**src/rtl/scfg_pkg.sv**
```systemverilog
package scfg_pkg;
  localparam int RATE_W     = 4;
  localparam int RATE_CODES = 1 << RATE_W;

  // Phase length for a rate code: ceil(def_half / (code + 1)); code 0 keeps the default.
  function automatic int half_for_code(input int def_half, input int code);
    return (def_half + code) / (code + 1);
  endfunction
endpackage

```
**src/rtl/scfg_clkgen.sv**
```systemverilog
module scfg_clkgen #(
  parameter int HW        = 5,
  parameter int SLOW_HALF = 20
) (
  input  logic          clk_sys,
  input  logic          rst_sn,
  input  logic          run_en,
  input  logic          fast_ok,
  input  logic [HW-1:0] fast_half,
  output logic          cfg_clk,
  output logic          rise_stb
);
  logic [HW-1:0] cnt_q, cnt_d, half_q, half_d;
  logic          clk_q, clk_d, term;

  always_comb begin
    term     = run_en && (cnt_q == half_q - HW'(1));
    cnt_d    = cnt_q;
    clk_d    = clk_q;
    half_d   = half_q;
    if (run_en) cnt_d = term ? '0 : cnt_q + HW'(1);
    if (term) begin
      clk_d = ~clk_q;
      // a new phase length is taken only as the clock falls
      if (clk_q) half_d = fast_ok ? fast_half : HW'(SLOW_HALF);
    end
    rise_stb = term && !clk_q;
  end

  always_ff @(posedge clk_sys or negedge rst_sn) begin
    if (!rst_sn) begin
      cnt_q  <= '0;
      clk_q  <= 1'b0;
      half_q <= HW'(SLOW_HALF);
    end else begin
      cnt_q  <= cnt_d;
      clk_q  <= clk_d;
      half_q <= half_d;
    end
  end

  assign cfg_clk = clk_q;
endmodule

```
**src/rtl/scfg_shifter.sv**
```systemverilog
module scfg_shifter #(
  parameter int CNT_W      = 14,
  parameter int TOTAL_BITS = 8192,
  parameter int SLOW_BITS  = 480,
  parameter int RATE_LAST  = 71
) (
  input  logic                        clk_sys,
  input  logic                        rst_sn,
  input  logic                        rise_stb,
  input  logic                        ser_in,
  output logic                        load_done,
  output logic                        fast_ok,
  output logic [scfg_pkg::RATE_W-1:0] rate_sel
);
  logic [CNT_W-1:0]            cnt_q, cnt_d;
  logic [2:0]                  tail_q, tail_d;
  logic [scfg_pkg::RATE_W-1:0] code_q, code_d;
  logic                        take;

  always_comb begin
    load_done = (cnt_q == CNT_W'(TOTAL_BITS));
    fast_ok   = (cnt_q >= CNT_W'(SLOW_BITS));
    take      = rise_stb && !load_done;
    cnt_d     = take ? cnt_q + CNT_W'(1) : cnt_q;
    tail_d    = take ? {tail_q[1:0], ser_in} : tail_q;
    code_d    = (take && cnt_q == CNT_W'(RATE_LAST)) ? {tail_q, ser_in} : code_q;
  end

  always_ff @(posedge clk_sys or negedge rst_sn) begin
    if (!rst_sn) begin
      cnt_q  <= '0;
      tail_q <= '0;
      code_q <= '0;
    end else begin
      cnt_q  <= cnt_d;
      tail_q <= tail_d;
      code_q <= code_d;
    end
  end

  assign rate_sel = code_q;
endmodule

```
**src/rtl/scfg_chain_out.sv**
```systemverilog
module scfg_chain_out (
  input  logic clk_sys,
  input  logic rst_sn,
  input  logic rise_stb,
  input  logic load_done,
  input  logic ser_in,
  output logic ser_out
);
  logic out_q, out_d;

  always_comb out_d = (rise_stb && load_done) ? ser_in : out_q;

  always_ff @(posedge clk_sys or negedge rst_sn) begin
    if (!rst_sn) out_q <= 1'b0;
    else         out_q <= out_d;
  end

  assign ser_out = out_q;
endmodule

```
**src/rtl/scfg_rx.sv**
```systemverilog
module scfg_rx #(
  parameter int SLOW_HALF  = 20,
  parameter int DEF_HALF   = 12,
  parameter int SLOW_BYTES = 60,
  parameter int RATE_BYTE  = 8,
  parameter int TOTAL_BITS = 8192
) (
  input  logic       clk_sys,
  input  logic       rst_n,
  input  logic [2:0] cfg_mode,
  input  logic       ser_in,
  output logic       cfg_clk,
  output logic       ser_out,
  output logic       load_done,
  output logic [3:0] rate_sel
);
  import scfg_pkg::*;

  localparam int MAX_HALF  = (SLOW_HALF > DEF_HALF) ? SLOW_HALF : DEF_HALF;
  localparam int HW        = $clog2(MAX_HALF + 1);
  localparam int CNT_W     = $clog2(TOTAL_BITS + 1);
  localparam int SLOW_BITS = SLOW_BYTES * 8;
  localparam int RATE_LAST = RATE_BYTE * 8 + 7;

  logic [1:0]    rst_pipe_q;
  logic          rst_sn, run_en, rise_stb, fast_ok;
  logic [HW-1:0] fast_half;

  always_ff @(posedge clk_sys or negedge rst_n) begin
    if (!rst_n) rst_pipe_q <= 2'b00;
    else        rst_pipe_q <= {rst_pipe_q[0], 1'b1};
  end
  assign rst_sn = rst_pipe_q[1];

  // top mode bit is a don't-care
  assign run_en = ((cfg_mode & 3'b011) == 3'b000);

  // rate code to phase-length table, folded from the package formula
  always_comb begin
    fast_half = HW'(DEF_HALF);
    for (int c = 0; c < RATE_CODES; c++)
      if (rate_sel == RATE_W'(c)) fast_half = HW'(half_for_code(DEF_HALF, c));
  end

  scfg_clkgen #(.HW(HW), .SLOW_HALF(SLOW_HALF)) u_clkgen (
    .clk_sys  (clk_sys),
    .rst_sn   (rst_sn),
    .run_en   (run_en),
    .fast_ok  (fast_ok),
    .fast_half(fast_half),
    .cfg_clk  (cfg_clk),
    .rise_stb (rise_stb)
  );

  scfg_shifter #(
    .CNT_W(CNT_W), .TOTAL_BITS(TOTAL_BITS),
    .SLOW_BITS(SLOW_BITS), .RATE_LAST(RATE_LAST)
  ) u_shifter (
    .clk_sys  (clk_sys),
    .rst_sn   (rst_sn),
    .rise_stb (rise_stb),
    .ser_in   (ser_in),
    .load_done(load_done),
    .fast_ok  (fast_ok),
    .rate_sel (rate_sel)
  );

  scfg_chain_out u_chain (
    .clk_sys  (clk_sys),
    .rst_sn   (rst_sn),
    .rise_stb (rise_stb),
    .load_done(load_done),
    .ser_in   (ser_in),
    .ser_out  (ser_out)
  );
endmodule

```
**config.mk**
```make
export PLATFORM = sky130hd
export DESIGN_NAME = scfg_rx
export DESIGN_NICKNAME = d
export VERILOG_FILES = /design/src/rtl/scfg_pkg.sv /design/src/rtl/scfg_clkgen.sv /design/src/rtl/scfg_shifter.sv /design/src/rtl/scfg_chain_out.sv /design/src/rtl/scfg_rx.sv
export SDC_FILE = /design/constraint.sdc
export NUM_CORES = 1
export LEC_CHECK = 0
export BUFFER_PORTS_ARGS = -buffer_cell sky130_fd_sc_hd__buf_2
export CORE_MARGIN = 3
export CORE_UTILIZATION = 40
export DETAILED_ROUTE_END_ITERATION = 10
export GPL_TIMING_DRIVEN = 0
export SETUP_SLACK_MARGIN = 0.05
export SKIP_LAST_GASP = 1
export SLEW_MARGIN = 20
export SYNTH_ARGS = -nofsm -noshare
export SYNTH_HDL_FRONTEND = slang
export SYNTH_SLANG_ARGS = --single-unit
```
**constraint.sdc**
```tcl
create_clock -name clk_sys -period 1.41 [get_ports clk_sys]
set_input_delay 0.2115 -clock clk_sys [delete_from_list [all_inputs] [get_ports clk_sys]]
set_output_delay 0.2115 -clock clk_sys [all_outputs]
set_load 0.01 [all_outputs]
```
Yosys cells after proc, flatten, opt, wreduce, memory -nomap -nowiden. Cells that the tools add are included.

Flip-flop bits (word level): 35. Output and inout port bits: 7. Logic and storage cells: 57.

$add $sub $neg: 3. $lt $le $gt $ge: 1. Equal/unequal tests: 18. Mux-type cells: 17. Bitwise logic cells: 1. Reduce and logical (&&, ||, !) cells: 9.

Operator list (count): $mux 5 (14); $eq 4x4->1 const B (8); $eq 4x3->1 const B (4); $add 14x1->14 const B (1); $eq 14x14->1 const B (1); $eq 14x7->1 const B (1); $ge 14x9->1 const B (1); $mux 4 (3); $eq 4x2->1 const B (2); $add 5x1->5 const B (1); $eq 5x5->1 (1); $logic_and 1x1->1 (5); $sub 5x1->5 const B (1); $eq 4x1->1 const B (1); $logic_not 3->1 (1); $logic_not 1->1 (2); $reduce_and 2->1 (1); $not 1->1 (1).

Depth between registers and ports, before layout.
Depth after elaboration: 17. Gate-level depth with buffers: 9.

Hierarchy. Synthesis repeated with hierarchy kept, for this count alone.

Cells, all modules: 155. Area total of the unflattened synthesis: 1810.5 µm².

Modules (own cells, without submodules): scfg_shifter (instances 1, cells an instance 79, area an instance 979.7 µm², seq. area each 525.5 µm²); scfg_clkgen (instances 1, cells an instance 60, area an instance 674.4 µm², seq. area each 277.8 µm²); scfg_rx (instances 1, cells an instance 13, area an instance 112.6 µm², seq. area each 50.0 µm²); scfg_chain_out (instances 1, cells an instance 3, area an instance 43.8 µm², seq. area each 25.0 µm²).

Worst setup path after synthesis. OpenSTA, ideal clock, no wires.

Path type: register to register. From: register u_clkgen.half_q[0]. To: register u_chain.out_q (netlist: u_chain.ser_out). Setup time: 125 ps. Arrival: 1886 ps. Setup slack: -600 ps. Cell stages (with the launch flop): 9. Clock period less this slack: 2010 ps. Path through: dfrtp_1 -> inv_1 -> ha_1 -> inv_1 -> o41ai_2 -> o31ai_2 -> buf_6 -> nor4_1 -> mux2_2.

Longest elaborated chain between the ends: 5.

RTL lines: from (decl) (RTL line scfg_clkgen.sv:13) `logic [HW-1:0] cnt_q, cnt_d, half_q, half_d;`; from (signal assigned) (RTL line scfg_clkgen.sv:34) `half_q <= HW'(SLOW_HALF);`; from (signal assigned) (RTL line scfg_clkgen.sv:38) `half_q <= half_d;`; $sub 5x1->5 (RTL line scfg_clkgen.sv:17) `term = run_en && (cnt_q == half_q - HW'(1));`; $eq 5x5->1 (RTL line scfg_clkgen.sv:17); $logic_and 1x1->1 (RTL line scfg_clkgen.sv:17); $logic_and 1x1->1 (RTL line scfg_clkgen.sv:27) `rise_stb = term && !clk_q;`; $logic_and 1x1->1 (RTL line scfg_chain_out.sv:11) `always_comb out_d = (rise_stb && load_done) ? ser_in : out_q;`; to (signal assigned) (RTL line scfg_chain_out.sv:15) `else out_q <= out_d;`; to (decl) (RTL line scfg_chain_out.sv:9) `logic out_q, out_d;`.

Every way passes these cells. A chain may end at the register's enable or synchronous reset.

Worst setup path after layout.
From: register u_clkgen.half_q[1]. To: register u_shifter.cnt_q[11].

Longest elaborated chain between the ends: 5.

RTL lines: $sub 5x1->5 (RTL line scfg_clkgen.sv:17); $eq 5x5->1 (RTL line scfg_clkgen.sv:17); $logic_and 1x1->1 (RTL line scfg_clkgen.sv:17); $logic_and 1x1->1 (RTL line scfg_clkgen.sv:27); $logic_and 1x1->1 (RTL line scfg_shifter.sv:23) `take = rise_stb && !load_done;`; to (signal assigned) (RTL line scfg_shifter.sv:35) `cnt_q <= cnt_d;`; to (decl) (RTL line scfg_shifter.sv:15) `logic [CNT_W-1:0] cnt_q, cnt_d;`.

Every way passes these cells.

==> out/metrics.yaml <==
die_x_um: 73.56
wl_um: 4096
synth_largest_area_cell: "dfrtp_1"
layout_common_cells: "dfrtp_1 (32), xor2_1 (19), buf_2 (10)"
outcome: "finished, violations left"
overflow: 0
drive_above_1_share_pct: 42.42
clock_skew_ns: 0.005896
final_cell_area_um2: 2529
pwr_density_cell_nw_per_um2: 1628
viasPerCell: 5.629
fp.dieH_um: 73.56
irDropWorstVdd_mv: 0.8951
r2r_start: "u_clkgen.half_q[1]"
ys_warn_count: 0
place_area_um2: 1968
grt_use_total_pct: 16.30
synth_edf_count: 0
nets: 207
io_pins: 13
max_freq_ghz: 0.4767
cpLargestDelayFamily: "compound AO/OA/AOI/OAI gates"
grt_pass1_wl_um: 6886
period_share_pct: 148.8
start_kind: "flip-flop"
r2r_end: "u_shifter.cnt_q[11]"
cp_num_buf_inv: 3
setup_viol: 34
dieArea_um2: 5410
yosysTopAreaCellShare_pct: 45.24
path_max_fanout: 5
routabilityCongestion: 0.8432
async_flop_share_pct: 100.0
holdPathStages: 3
cp-end-kind: "flip-flop"
clkLatencyLatePin_ns: 0.29
rows: 23
first_pass_iters: 4
dp.cells: 226
hold_path_class: "input port to flip-flop"
critical-path-slowest-cell: "dfrtp_1"
grt_pass1_vias: 1479
cts_tree: "done"
holdPathEnd: "u_clkgen.cnt_q[0]"
clk_pin_slew_ns: 0.08
fin_crit_ns: 2.098
syn_to_final_growth_pct: 38.52
fin_cells: 248
synth-seq-area-share_pct: 48.12
synth_flop_cell: "dfrtp_1"
cpPeakStageDelay_ns: 0.43
cts-buffers-inserted: 5
initial_core_util_pct: 43.45
route.vias.total: 1396
layout_commonest_cell: "dfrtp_1"
cp_cell_sequence: "inv_2 -> ha_4 -> inv_4 -> o41ai_4 -> o31ai_4 -> buf_6 -> nor4_1 -> xor2_1"
ant_nets: 0
syn_area_um2: 1826
cts.path.max_buffers: 2
yosys_register_bits: 35
p_leak_nw: 1.185
syn_inst: 165
maxSlewViolCount: 0
worstPathArrival_ns: 2.31
wl_per_cell_um: 16.52
max_cap_violations: 0
num_antenna_cells: 0
worstSetupPathType: "flip-flop to flip-flop"
grt_start_max_net_pins: 34
cts_num_sinks: 35
root_buffer: "clkbuf_8"
syn_nets: 175
worstMarginPinSlew_ns: 0.7276
synth_cell_types: 41
antenna_found_initial: 0
drc_errors: 0
violations: "setup timing"
synth.area.top_cells: "dfrtp_1 (45%), xor2_1 (9.1%), mux2_2 (4.3%), mux2_1 (3.1%), dfstp_2 (2.9%)"
hold_path.startpoint: "cfg_mode[0]"
reg2reg_depth: 8
first_iter_violations: 63
fin_ws_ns: -0.6876
rrSetupSlack_ns: -0.69
rsz0062_at_grt: "true"
synth.avg_cell_area_um2: 11.06
hold_viol_final: 0
dpl.hpwl_um: 2546
htreeDepth: 2
coreArea_um2: 4202
required_ns: 1.62
whs_ns: 0.1952
slew_headroom_pct: 51.49
port_buffers: 11
[stage by stage]
| stage | worst slack [ns] | utilization, % | setup TNS (ns) | power (mW) |
|---|---|---|---|---|
| finish | -0.6876 | 60.18 | -19.62 | 4.115 |
| global route | -0.7508 | 60.18 | -23.13 | 4.318 |
| CTS | -0.6136 | 55.21 | -18.77 | 3.627 |
| detailed placement | -0.8652 | 46.84 | -21.35 | 2.272 |
| global placement | -0.7400 | 46.81 | -19.55 | 2.239 |
| floorplan | -0.5153 | - | -13.66 | 2.052 |
[area by class of cell]
cell class | instances | area, µm²
fill | 316 | 1673
clock buffer | 5 | 68.82
inverter | 11 | 43.79
tap | 50 | 62.56
buffer | 2 | 31.28
timing repair buffer | 25 | 196.4
clock inverter | 3 | 67.56
multi-input combinational | 117 | 1179
sequential | 35 | 879.6
[sequential cells by signal (all words and copies together), names as in the netlist]
name	flops
u_shifter.cnt_q	14
u_chain.ser_out	1
u_shifter.rate_sel	4
rst_pipe_q	2
u_clkgen.half_q	5
u_clkgen.cfg_clk	1
u_clkgen.cnt_q	5
u_shifter.tail_q	3
[worst reg2reg max path, delay by kind of cell (launching register included)]
| family | cells | cell delay (ns) |
|---|---|---|
| AO/OA/AOI/OAI | 2 | 0.56 |
| XOR/XNOR | 1 | 0.18 |
| adder cells (fa/ha/maj) | 1 | 0.15 |
| buffers and inverters | 3 | 0.30 |
| flip-flops | 1 | 0.43 |
| AND/OR/NAND/NOR | 1 | 0.41 |
[cells by family after synthesis]
group | after synthesis | synth area share [%]
simple gates | 61 | 20.63
flops | 35 | 48.12
xor+xnor | 23 | 11.03
compound gates | 15 | 5.826
mux | 13 | 7.951
buf+inv | 13 | 3.495
fa+ha+maj | 4 | 2.742
other cells | 1 | 0.2054
[repair_timing]
action	in CTS	in global routing
hold buffers	1	0
pin swaps	5	25
gates cloned	0	1
hold endpoints to repair	2	0
gates resized for setup	24	38
setup buffers	7	5
setup endpoints to repair	34	34
[routing by layer]
layer | up-vias | global-route usage [%] | wire (µm)
met5 | - | 0 | 0
met4 | 0 | 6.640 | 107
met3 | 12 | 4.241 | 164
met2 | 31 | 26.18 | 2037
met1 | 708 | 20.78 | 1787
li1 | 645 | - | -
[where the power goes]
part,internal (mW),total [mW],switching (mW)
clock,0.705,1.08,0.379
sequential,1.14,1.32,0.185
combinational,0.787,1.71,0.920
total,2.63,4.12,1.48
[Yosys cell counts (all sizes together) (2+ instances only)]
master and n:
dfrtp 33, xor2 19, mux2 12, inv 11, nor2 10, nand2 9, nor4 9, nor3 8
nand4 7, o21ai 7, ha 4, nand3 4, xnor2 4, and2 3, a21oi 2, and3 2
buf 2, dfstp 2, nor2b 2, o41ai 2
[how the worst max path moves through the flow]
| stage | slack (ns) | endpoint | start | depth (start not counted) |
|---|---|---|---|---|
| after global routing | -0.75 | u_shifter.cnt_q[11] | u_clkgen.half_q[1] | 8 |
| final | -0.69 | u_shifter.cnt_q[11] | u_clkgen.half_q[1] | 8 |
| after CTS | -0.61 | u_chain.ser_out | u_clkgen.half_q[0] | 8 |
| after floorplan | -0.52 | u_chain.ser_out | u_clkgen.half_q[0] | 8 |
| after detailed placement | -0.87 | u_shifter.rate_sel[2] | u_shifter.cnt_q[10] | 5 |
| after global placement | -0.74 | u_shifter.tail_q[0] | u_clkgen.half_q[0] | 7 |
Note: power is estimated with default switching activity, not from simulation.
